[src/rtl/pio_ctrl_pkg.sv]
package pio_ctrl_pkg;

  typedef enum logic [2:0] {
    S_IDLE,
    S_LOAD,
    S_DRAIN,
    S_BUSY_L,
    S_BUSY_D
  } seq_state_e;

  localparam logic [3:0] A_DATA = 4'd0;
  localparam logic [3:0] A_FEAT = 4'd1;
  localparam logic [3:0] A_CNT  = 4'd2;
  localparam logic [3:0] A_LBA0 = 4'd3;
  localparam logic [3:0] A_LBA1 = 4'd4;
  localparam logic [3:0] A_LBA2 = 4'd5;
  localparam logic [3:0] A_DEVH = 4'd6;
  localparam logic [3:0] A_STAT = 4'd7;
  localparam logic [3:0] A_ALT  = 4'd8;

  localparam logic [7:0] STAT_DRQ = 8'h08;
  localparam logic [7:0] STAT_BSY = 8'h80;
  localparam logic [7:0] STAT_RDY = 8'h40;

  function automatic logic [7:0] status_of(seq_state_e s);
    case (s)
      S_LOAD, S_DRAIN:     return STAT_DRQ;
      S_BUSY_L, S_BUSY_D:  return STAT_BSY;
      default:             return STAT_RDY;
    endcase
  endfunction

endpackage

[src/rtl/pio_taskfile.sv]
module pio_taskfile
  import pio_ctrl_pkg::*;
(
  input  logic        clk_i,
  input  logic        rst_ni,
  input  logic        wr_i,
  input  logic [3:0]  addr_i,
  input  logic [7:0]  wdata_i,
  input  logic [7:0]  status_i,
  input  logic [7:0]  data_i,
  output logic [7:0]  rd_byte_o,
  output logic [7:0]  cnt_o,
  output logic [27:0] lba_o,
  output logic        drv_o,
  output logic        nien_o
);

  logic [7:0] feat_q, cnt_q, lba0_q, lba1_q, lba2_q, devh_q, ctrl_q;

  always_ff @(posedge clk_i or negedge rst_ni) begin
    if (!rst_ni) begin
      feat_q <= '0;
      cnt_q  <= '0;
      lba0_q <= '0;
      lba1_q <= '0;
      lba2_q <= '0;
      devh_q <= '0;
      ctrl_q <= '0;
    end else if (wr_i) begin
      case (addr_i)
        A_FEAT: feat_q <= wdata_i;
        A_CNT:  cnt_q  <= wdata_i;
        A_LBA0: lba0_q <= wdata_i;
        A_LBA1: lba1_q <= wdata_i;
        A_LBA2: lba2_q <= wdata_i;
        A_DEVH: devh_q <= wdata_i;
        A_ALT:  ctrl_q <= wdata_i;
        default: ;
      endcase
    end
  end

  always_comb begin
    case (addr_i)
      A_DATA:        rd_byte_o = data_i;
      A_FEAT:        rd_byte_o = feat_q;
      A_CNT:         rd_byte_o = cnt_q;
      A_LBA0:        rd_byte_o = lba0_q;
      A_LBA1:        rd_byte_o = lba1_q;
      A_LBA2:        rd_byte_o = lba2_q;
      A_DEVH:        rd_byte_o = devh_q;
      A_STAT, A_ALT: rd_byte_o = status_i;
      default:       rd_byte_o = 8'h00;
    endcase
  end

  assign cnt_o  = cnt_q;
  assign lba_o  = {devh_q[3:0], lba2_q, lba1_q, lba0_q};
  assign drv_o  = devh_q[4];
  assign nien_o = ctrl_q[1];

endmodule

[src/rtl/pio_sect_buf.sv]
module pio_sect_buf #(
  parameter int DEPTH = 16,
  parameter int NRD   = 2,
  localparam int AW   = $clog2(DEPTH)
) (
  input  logic                    clk_i,
  input  logic                    we_i,
  input  logic [AW-1:0]           waddr_i,
  input  logic [7:0]              wdata_i,
  input  logic [NRD-1:0][AW-1:0]  raddr_i,
  output logic [NRD-1:0][7:0]     rdata_o
);

  logic [7:0] mem_q [DEPTH];

  always_ff @(posedge clk_i) begin
    if (we_i) mem_q[waddr_i] <= wdata_i;
  end

  for (genvar p = 0; p < NRD; p++) begin : g_rd
    assign rdata_o[p] = mem_q[raddr_i[p]];
  end

endmodule

[src/rtl/pio_irq.sv]
module pio_irq (
  input  logic clk_i,
  input  logic rst_ni,
  input  logic fire_i,
  input  logic nien_i,
  input  logic stat_rd_i,
  input  logic ctrl_clr_i,
  output logic irq_o
);

  always_ff @(posedge clk_i or negedge rst_ni) begin
    if (!rst_ni)                   irq_o <= 1'b0;
    else if (fire_i && !nien_i)    irq_o <= 1'b1;
    else if (stat_rd_i || ctrl_clr_i) irq_o <= 1'b0;
  end

endmodule

[src/rtl/pio_seq.sv]
module pio_seq
  import pio_ctrl_pkg::*;
#(
  parameter int SECT_BYTES = 16,
  parameter int DLY_W      = 8,
  localparam int PW        = $clog2(SECT_BYTES)
) (
  input  logic             clk_i,
  input  logic             rst_ni,
  input  logic             cmd_go_i,
  input  logic [7:0]       cmd_code_i,
  input  logic [7:0]       cnt_i,
  input  logic [27:0]      lba_i,
  input  logic             drv_i,
  input  logic             data_wr_i,
  input  logic             data_rd_i,
  input  logic [7:0]       host_wdata_i,
  input  logic [DLY_W-1:0] dly_i,
  input  logic             dev_ack_i,
  input  logic [7:0]       dev_rdata_i,
  output seq_state_e       state_o,
  output logic [PW-1:0]    pos_o,
  output logic [PW-1:0]    mv_o,
  output logic             buf_we_o,
  output logic [PW-1:0]    buf_waddr_o,
  output logic [7:0]       buf_wdata_o,
  output logic             dev_req_o,
  output logic             dev_we_o,
  output logic             dev_drv_o,
  output logic [27:0]      dev_lba_o,
  output logic             fire_o,
  output logic             cmd_err_o,
  output logic             proto_err_o
);

  localparam logic [PW-1:0] LAST = PW'(SECT_BYTES - 1);

  seq_state_e       state_q;
  logic [8:0]       rem_q;
  logic [PW-1:0]    pos_q, mv_q;
  logic [27:0]      lba_q;
  logic             drv_q, moving_q, cmd_err_q, proto_q;
  logic [DLY_W-1:0] dly_q;

  logic busy, is_rd, is_wr;
  logic [8:0] cnt_n;

  assign busy   = (state_q == S_BUSY_L) || (state_q == S_BUSY_D);
  assign is_rd  = (cmd_code_i[7:1] == 7'h10);
  assign is_wr  = (cmd_code_i[7:1] == 7'h18);
  assign cnt_n  = (cnt_i == 8'd0) ? 9'd256 : {1'b0, cnt_i};
  assign fire_o = busy && !moving_q && (dly_q == '0);

  always_ff @(posedge clk_i or negedge rst_ni) begin
    if (!rst_ni) begin
      state_q   <= S_IDLE;
      rem_q     <= '0;
      pos_q     <= '0;
      mv_q      <= '0;
      lba_q     <= '0;
      drv_q     <= 1'b0;
      moving_q  <= 1'b0;
      dly_q     <= '0;
      cmd_err_q <= 1'b0;
      proto_q   <= 1'b0;
    end else begin
      if (cmd_go_i) begin
        if (state_q != S_IDLE) begin
          cmd_err_q <= 1'b1;
        end else if (is_rd || is_wr) begin
          rem_q <= cnt_n;
          lba_q <= lba_i;
          drv_q <= drv_i;
          pos_q <= '0;
          if (is_rd) begin
            // priming fetch of the first sector
            state_q  <= S_BUSY_D;
            moving_q <= 1'b1;
            mv_q     <= '0;
          end else begin
            state_q <= S_LOAD;
          end
        end
      end
      if ((data_wr_i && state_q != S_LOAD) || (data_rd_i && state_q != S_DRAIN))
        proto_q <= 1'b1;

      case (state_q)
        S_LOAD: if (data_wr_i) begin
          if (pos_q == LAST) begin
            pos_q    <= '0;
            rem_q    <= rem_q - 9'd1;
            state_q  <= S_BUSY_L;
            moving_q <= 1'b1;
            mv_q     <= '0;
          end else begin
            pos_q <= pos_q + 1'b1;
          end
        end
        S_DRAIN: if (data_rd_i) begin
          if (pos_q == LAST) begin
            pos_q   <= '0;
            rem_q   <= rem_q - 9'd1;
            state_q <= S_BUSY_D;
            if (rem_q > 9'd1) begin
              moving_q <= 1'b1;
              mv_q     <= '0;
            end else begin
              moving_q <= 1'b0;
              dly_q    <= dly_i;
            end
          end else begin
            pos_q <= pos_q + 1'b1;
          end
        end
        S_BUSY_L, S_BUSY_D: begin
          if (moving_q) begin
            if (dev_ack_i) begin
              if (mv_q == LAST) begin
                moving_q <= 1'b0;
                dly_q    <= dly_i;
                lba_q    <= lba_q + 28'd1;
              end else begin
                mv_q <= mv_q + 1'b1;
              end
            end
          end else if (dly_q == '0) begin
            pos_q <= '0;
            if (rem_q != 9'd0)
              state_q <= (state_q == S_BUSY_L) ? S_LOAD : S_DRAIN;
            else
              state_q <= S_IDLE;
          end else begin
            dly_q <= dly_q - 1'b1;
          end
        end
        default: ;
      endcase
    end
  end

  assign state_o     = state_q;
  assign pos_o       = pos_q;
  assign mv_o        = mv_q;
  assign dev_req_o   = busy && moving_q;
  assign dev_we_o    = (state_q == S_BUSY_L);
  assign dev_drv_o   = drv_q;
  assign dev_lba_o   = lba_q;
  assign cmd_err_o   = cmd_err_q;
  assign proto_err_o = proto_q;

  always_comb begin
    buf_we_o    = 1'b0;
    buf_waddr_o = pos_q;
    buf_wdata_o = host_wdata_i;
    if (state_q == S_LOAD && data_wr_i) begin
      buf_we_o = 1'b1;
    end else if (state_q == S_BUSY_D && moving_q && dev_ack_i) begin
      buf_we_o    = 1'b1;
      buf_waddr_o = mv_q;
      buf_wdata_o = dev_rdata_i;
    end
  end

endmodule

[src/rtl/pio_sector_ctrl.sv]
module pio_sector_ctrl
  import pio_ctrl_pkg::*;
#(
  parameter int SECT_BYTES = 16,
  parameter int DLY_W      = 8,
  localparam int PW        = $clog2(SECT_BYTES)
) (
  input  logic             clk_i,
  input  logic             rst_ni,
  input  logic             rd_i,
  input  logic             wr_i,
  input  logic [3:0]       addr_i,
  input  logic [7:0]       wdata_i,
  output logic [7:0]       rdata_o,
  input  logic [DLY_W-1:0] ready_dly_i,
  output logic             irq_o,
  output logic             cmd_err_o,
  output logic             proto_err_o,
  output logic             dev_req_o,
  output logic             dev_we_o,
  output logic             dev_drv_o,
  output logic [27:0]      dev_lba_o,
  output logic [PW-1:0]    dev_off_o,
  output logic [7:0]       dev_wdata_o,
  input  logic             dev_ack_i,
  input  logic [7:0]       dev_rdata_i
);

  seq_state_e        state;
  logic [PW-1:0]     pos, mv, buf_waddr;
  logic              buf_we, fire, nien, drv;
  logic [7:0]        buf_wdata, cnt, rd_byte, data_byte, rdata_q;
  logic [27:0]       lba;
  logic [1:0][PW-1:0] buf_raddr;
  logic [1:0][7:0]   buf_rdata;

  logic cmd_go, data_wr, data_rd, stat_rd, ctrl_clr;
  assign cmd_go   = wr_i && (addr_i == A_STAT);
  assign data_wr  = wr_i && (addr_i == A_DATA);
  assign data_rd  = rd_i && (addr_i == A_DATA);
  assign stat_rd  = rd_i && (addr_i == A_STAT);
  assign ctrl_clr = wr_i && (addr_i == A_ALT) && wdata_i[1];

  pio_taskfile u_tf (
    .clk_i     (clk_i),
    .rst_ni    (rst_ni),
    .wr_i      (wr_i),
    .addr_i    (addr_i),
    .wdata_i   (wdata_i),
    .status_i  (status_of(state)),
    .data_i    (data_byte),
    .rd_byte_o (rd_byte),
    .cnt_o     (cnt),
    .lba_o     (lba),
    .drv_o     (drv),
    .nien_o    (nien)
  );

  pio_seq #(.SECT_BYTES(SECT_BYTES), .DLY_W(DLY_W)) u_seq (
    .clk_i        (clk_i),
    .rst_ni       (rst_ni),
    .cmd_go_i     (cmd_go),
    .cmd_code_i   (wdata_i),
    .cnt_i        (cnt),
    .lba_i        (lba),
    .drv_i        (drv),
    .data_wr_i    (data_wr),
    .data_rd_i    (data_rd),
    .host_wdata_i (wdata_i),
    .dly_i        (ready_dly_i),
    .dev_ack_i    (dev_ack_i),
    .dev_rdata_i  (dev_rdata_i),
    .state_o      (state),
    .pos_o        (pos),
    .mv_o         (mv),
    .buf_we_o     (buf_we),
    .buf_waddr_o  (buf_waddr),
    .buf_wdata_o  (buf_wdata),
    .dev_req_o    (dev_req_o),
    .dev_we_o     (dev_we_o),
    .dev_drv_o    (dev_drv_o),
    .dev_lba_o    (dev_lba_o),
    .fire_o       (fire),
    .cmd_err_o    (cmd_err_o),
    .proto_err_o  (proto_err_o)
  );

  assign buf_raddr[0] = pos;
  assign buf_raddr[1] = mv;

  pio_sect_buf #(.DEPTH(SECT_BYTES), .NRD(2)) u_buf (
    .clk_i   (clk_i),
    .we_i    (buf_we),
    .waddr_i (buf_waddr),
    .wdata_i (buf_wdata),
    .raddr_i (buf_raddr),
    .rdata_o (buf_rdata)
  );

  pio_irq u_irq (
    .clk_i      (clk_i),
    .rst_ni     (rst_ni),
    .fire_i     (fire),
    .nien_i     (nien),
    .stat_rd_i  (stat_rd),
    .ctrl_clr_i (ctrl_clr),
    .irq_o      (irq_o)
  );

  assign data_byte   = (state == S_DRAIN) ? buf_rdata[0] : 8'h00;
  assign dev_off_o   = mv;
  assign dev_wdata_o = buf_rdata[1];

  always_ff @(posedge clk_i or negedge rst_ni) begin
    if (!rst_ni)   rdata_q <= 8'h00;
    else if (rd_i) rdata_q <= rd_byte;
  end
  assign rdata_o = rdata_q;

endmodule

[config.mk]
export PLATFORM = sky130hd
export DESIGN_NAME = pio_sector_ctrl
export DESIGN_NICKNAME = d
export VERILOG_FILES = /design/src/rtl/pio_ctrl_pkg.sv /design/src/rtl/pio_taskfile.sv /design/src/rtl/pio_sect_buf.sv /design/src/rtl/pio_irq.sv /design/src/rtl/pio_seq.sv /design/src/rtl/pio_sector_ctrl.sv
export SDC_FILE = /design/constraint.sdc
export NUM_CORES = 1
export LEC_CHECK = 0
export BUFFER_PORTS_ARGS = -buffer_cell sky130_fd_sc_hd__buf_2
export CAP_MARGIN = 15
export CORE_MARGIN = 5
export CORE_UTILIZATION = 34
export CTS_CLUSTER_DIAMETER = 60
export DETAILED_ROUTE_END_ITERATION = 16
export GPL_TIMING_DRIVEN = 0
export HOLD_SLACK_MARGIN = 0.06
export PLACE_DENSITY = 0.62
export SLEW_MARGIN = 10
export SYNTH_ARGS = -nofsm -noshare
export SYNTH_HDL_FRONTEND = slang
export SYNTH_SLANG_ARGS = --single-unit
[constraint.sdc]
create_clock -name clk_i -period 3.11 [get_ports clk_i]
set_clock_uncertainty 0.2 [all_clocks]
set_input_delay 0.1555 -clock clk_i [delete_from_list [all_inputs] [get_ports clk_i]]
set_output_delay 0.1555 -clock clk_i [all_outputs]
set_load 0.03 [all_outputs]
==> flow_summary_export.csv <==
group,metric,value,unit
outcome,status,"finished, violations left",
outcome,violations,"negative setup slack",
layout,layout_commonest_cell,"edfxtp_1",
logic_synthesis,synthArstFlopShare,0.4797,
setup_path,cp_data_arrival_time,3.19,ns
power_and_ir_drop,p_sw,2.142,mW
floorplanning,die-area,41040,sq um
clocking,cts-buffers-inserted,30,
setup_path,slowest_stage,"nor2_2",
flow_run,drv_cap,0,
logic_synthesis,synth_xor_area_frac,0.002084,
power_and_ir_drop,ir_worst_vdd,0.4084,mV
setup_path,path_class,"reg -> reg",
global_route,antenna_found_initial,0,
logic_synthesis,yosysUniqueCellTypes,71,
place,hpwl,27.44,mm
timing,finalCritPeriodShare,1.029,
logic_synthesis,synthFlopType,"edfxtp_1",
global_route,overflow,0,
logic_synthesis,synth_top_family_by_area,"multiplexers",
layout,regMostFlops,"u_buf.mem_q",
timing,post-route-min-period,3.200,ns
timing,setup_slack,-0.08987,ns
logic_synthesis,syn-num-nets,1050,
logic_synthesis,muxShareOfSynthArea,0.1846,
power_and_ir_drop,combPwrFrac,0.124,
logic_synthesis,netlist_instances,1011,
setup_path,critPathTopFamily,"buffers and inverters",
global_route,grt_pass1_vias,9680,
logic_synthesis,syn-cell-area,12610,sq um
power_and_ir_drop,power.internal,6.211,mW
clocking,clkSinkCount,246,
layout,multi_input_area,5532,sq um
power_and_ir_drop,p_sw_frac,0.2564,
place,gp_congestion,0.8795,
worst_hold_path,hold_start,"wdata_i[4]",
clocking,cts_tree,"built",
route,wire_per_inst,23.48,microns
setup_path,path_cells,"buf_2 -> buf_2 -> buf_2 -> a31oi_1 -> nor2_2",
floorplanning,core-area,36610,sq um
timing,hold_viol_final,0,
power_and_ir_drop,p_leak,5.720,nW
setup_path,end_kind,"flop",
setup_path,critPathMostFrequentCell,"buf_2",
floorplanning,die_y,202.6,microns
layout,synthToLayoutAreaGrowth,19.97,%
logic_synthesis,synthAdderAreaFrac,0.005954,
global_route,grt_max_degree,63,
clocking,post-cts-setup-buffers,0,
setup_path,r2r_start,"u_seq.pos_o[0]",
setup_path,required,3.10,ns
timing,drv_slew,0,
power_and_ir_drop,power.total,8.353,mW
route,first_pass_iters,5,
timing,hold_ws,0.1316,ns
layout,n_antenna_cell,0,
floorplanning,ioPinCount,87,
floorplanning,die_w,202.6,microns
setup_path,cp-start-kind,"flop",
layout,n_fill_cell,3410,
timing,setup_viol_count_final,39,
route,drt-total-wl,38.72,mm
setup_path,crit_path_max_fanout,10,
logic_synthesis,synth_seq_cells,246,
route,viasPerCell,5.910,
layout,final_cell_mix,"edfxtp_1, dfrtp_1, buf_2",
global_route,grt_pass1_wl,58.87,mm
clocking,insertion_delay,0.56,ns
logic_synthesis,synth-compound-area-share,0.1277,
power_and_ir_drop,clkPwrFrac,0.423,
route,vias,9746,
place,dpl.cell_count,1562,
route,drc,0,
floorplanning,rows,70,
clocking,clockRootBuffer,"clkbuf_16",
clocking,clkSlewWorstSetupHoldPaths,0.06,ns
logic_synthesis,synth_edf_count,128,
logic_synthesis,ys_seq_area_frac,0.5390,
timing,tightestPinTransition,0.8572,ns
logic_synthesis,synthSimpleGateAreaFrac,0.1116,
setup_path,max_stage_delay,0.63,ns
layout,nets,1198,
place,port_buffers,82,
timing,fmax,0.3125,GHz
route,ant_nets,0,
global_route,grt_usage,0.1832,
timing,rsz0062_at_grt,"yes",
layout,fin_cells,1649,
route,first_iter_violations,989,
setup_path,crit_buf_inv,3,
logic_synthesis,synth.avg_cell_area,12.47,sq um
clocking,cts_buffer_depth,3,
setup_path,startpoint,"u_seq.pos_o[0]",
layout,layout-drive-gt1-share,0.2693,
floorplanning,initial_utilization,0.3444,
layout,ff_latch_area,6797,sq um
power_and_ir_drop,power_frac_seq,0.453,
power_and_ir_drop,power_density,552.1,nW/um^2
logic_synthesis,ys_warn_count,0,
timing,relSlewSlack,0.4264,
clocking,cts_htree_levels,1,
worst_hold_path,hold_path_class,"in -> reg",
layout,largest_reg_flops,128,
==> kinds of logic (layout without fill, tap and decap cells) <==
family                   Yosys count  after routing
AO/OA/AOI/OAI                    235            235
XOR/XNOR                           3              3
adder cells (fa/ha/maj)            6              6
buffers and inverters             86            256
flip-flops                       246            246
multiplexers                     155            155
AND/OR/NAND/NOR                  280            280
==> power by group through the flow <==
stage | Sequential [mW] | Clock (mW) | Combinational (mW)
final | 3.78 | 3.53 | 1.04
after global routing | 3.80 | 3.73 | 1.10
after CTS | 3.78 | 3.58 | 1.03
after detailed placement | 3.84 | 0 | 0.991
after global placement | 3.84 | 0 | 0.971
after floorplan | 3.80 | 0 | 0.655
==> synthesized netlist by cell type, types with 5 or more instances <==
cell / number / area share
edfxtp_1: 128 / 0.30
dfrtp_1: 118 / 0.23
nor2_1: 88 / 0.026
mux2_2: 60 / 0.054
a21oi_1: 57 / 0.023
mux4_2: 56 / 0.10
nand2_1: 55 / 0.016
o21ai_0: 45 / 0.018
mux2i_1: 39 / 0.031
nor3_1: 33 / 0.013
clkbuf_1: 30 / 0.0089
buf_2: 26 / 0.010
nand3_1: 26 / 0.010
inv_1: 21 / 0.0063
o22ai_1: 15 / 0.0074
and3_1: 14 / 0.0069
a211oi_1: 12 / 0.0071
a221oi_1: 9 / 0.0063
o21ai_1: 9 / 0.0036
a32oi_1: 8 / 0.0056
nand4_1: 8 / 0.0040
nor2b_1: 8 / 0.0040
o221ai_1: 8 / 0.0056
a221o_1: 7 / 0.0056
a22oi_1: 7 / 0.0042
a31oi_1: 7 / 0.0035
nand2b_1: 7 / 0.0035
o31ai_1: 7 / 0.0042
a311oi_1: 6 / 0.0042
and2_1: 6 / 0.0030
ha_1: 6 / 0.0060
nand3b_1: 6 / 0.0036
and4_1: 5 / 0.0035
o32ai_1: 5 / 0.0035
==> repair_timing <==
action                                  4_1_cts  5_1_grt
hold endpoints to repair                    284        0
endpoints found under the setup margin      112      128
cloned                                        0        0
resized for setup                            23       26
hold buffers                                 33        0
pin swaps                                     0        1
==> through the flow <==
| step | setup TNS [ns] | instance area, sq um | utilization | setup slack (ns) |
|---|---|---|---|---|
| after CTS | -8.252 | 15040 | 0.4109 | -0.1865 |
| after global placement | -13.01 | 13610 | 0.3716 | -0.2549 |
| final | -1.031 | 15130 | 0.4132 | -0.08987 |
| after global routing | -6.858 | 15130 | 0.4132 | -0.1770 |
| after floorplan | 0 | 12610 | - | 0.3870 |
| after detailed placement | -14.62 | 13640 | 0.3726 | -0.2318 |
==> worst reg2reg max path: cells and delay by family (launching register included) <==
| family | cells | cell delay (ns) |
|---|---|---|
| buf+inv | 3 | 1.17 |
| simple gates | 1 | 0.63 |
| flops | 1 | 0.49 |
| compound gates | 1 | 0.34 |
==> final cells by class <==
type,instances,share of cell area
multi-input cells,679,0.3656
well taps,468,0.03871
inverters,23,0.005707
clock inverters,20,0.01381
plain buffers,63,0.02250
flip-flops and latches,246,0.4493
repair buffers,116,0.05235
clock buffers,34,0.05202
==> metal layers <==
metal / share of wire / wire length, microns / GRT usage
met5: 0 / 0 / 0
met4: 0.040 / 1538 / 0.07032
met3: 0.077 / 2963 / 0.02747
met2: 0.47 / 18180 / 0.2963
met1: 0.41 / 16040 / 0.2509
==> final timing paths <==
path	endpoint	slack, ns	depth (start not counted)
worst max-delay path	u_buf.mem_q[15][0]	-0.09	5
worst min-delay path	u_tf.lba2_q[4]	0.13	2
worst max register to register	u_buf.mem_q[15][0]	-0.09	5
worst min register to register	u_seq.dev_drv_o	0.27	2
max in group asynchronous	u_tf.cnt_o[3]	1.82	4
min in group asynchronous	u_seq.dev_lba_o[25]	0.58	4
(Power assumes the default switching activity.)
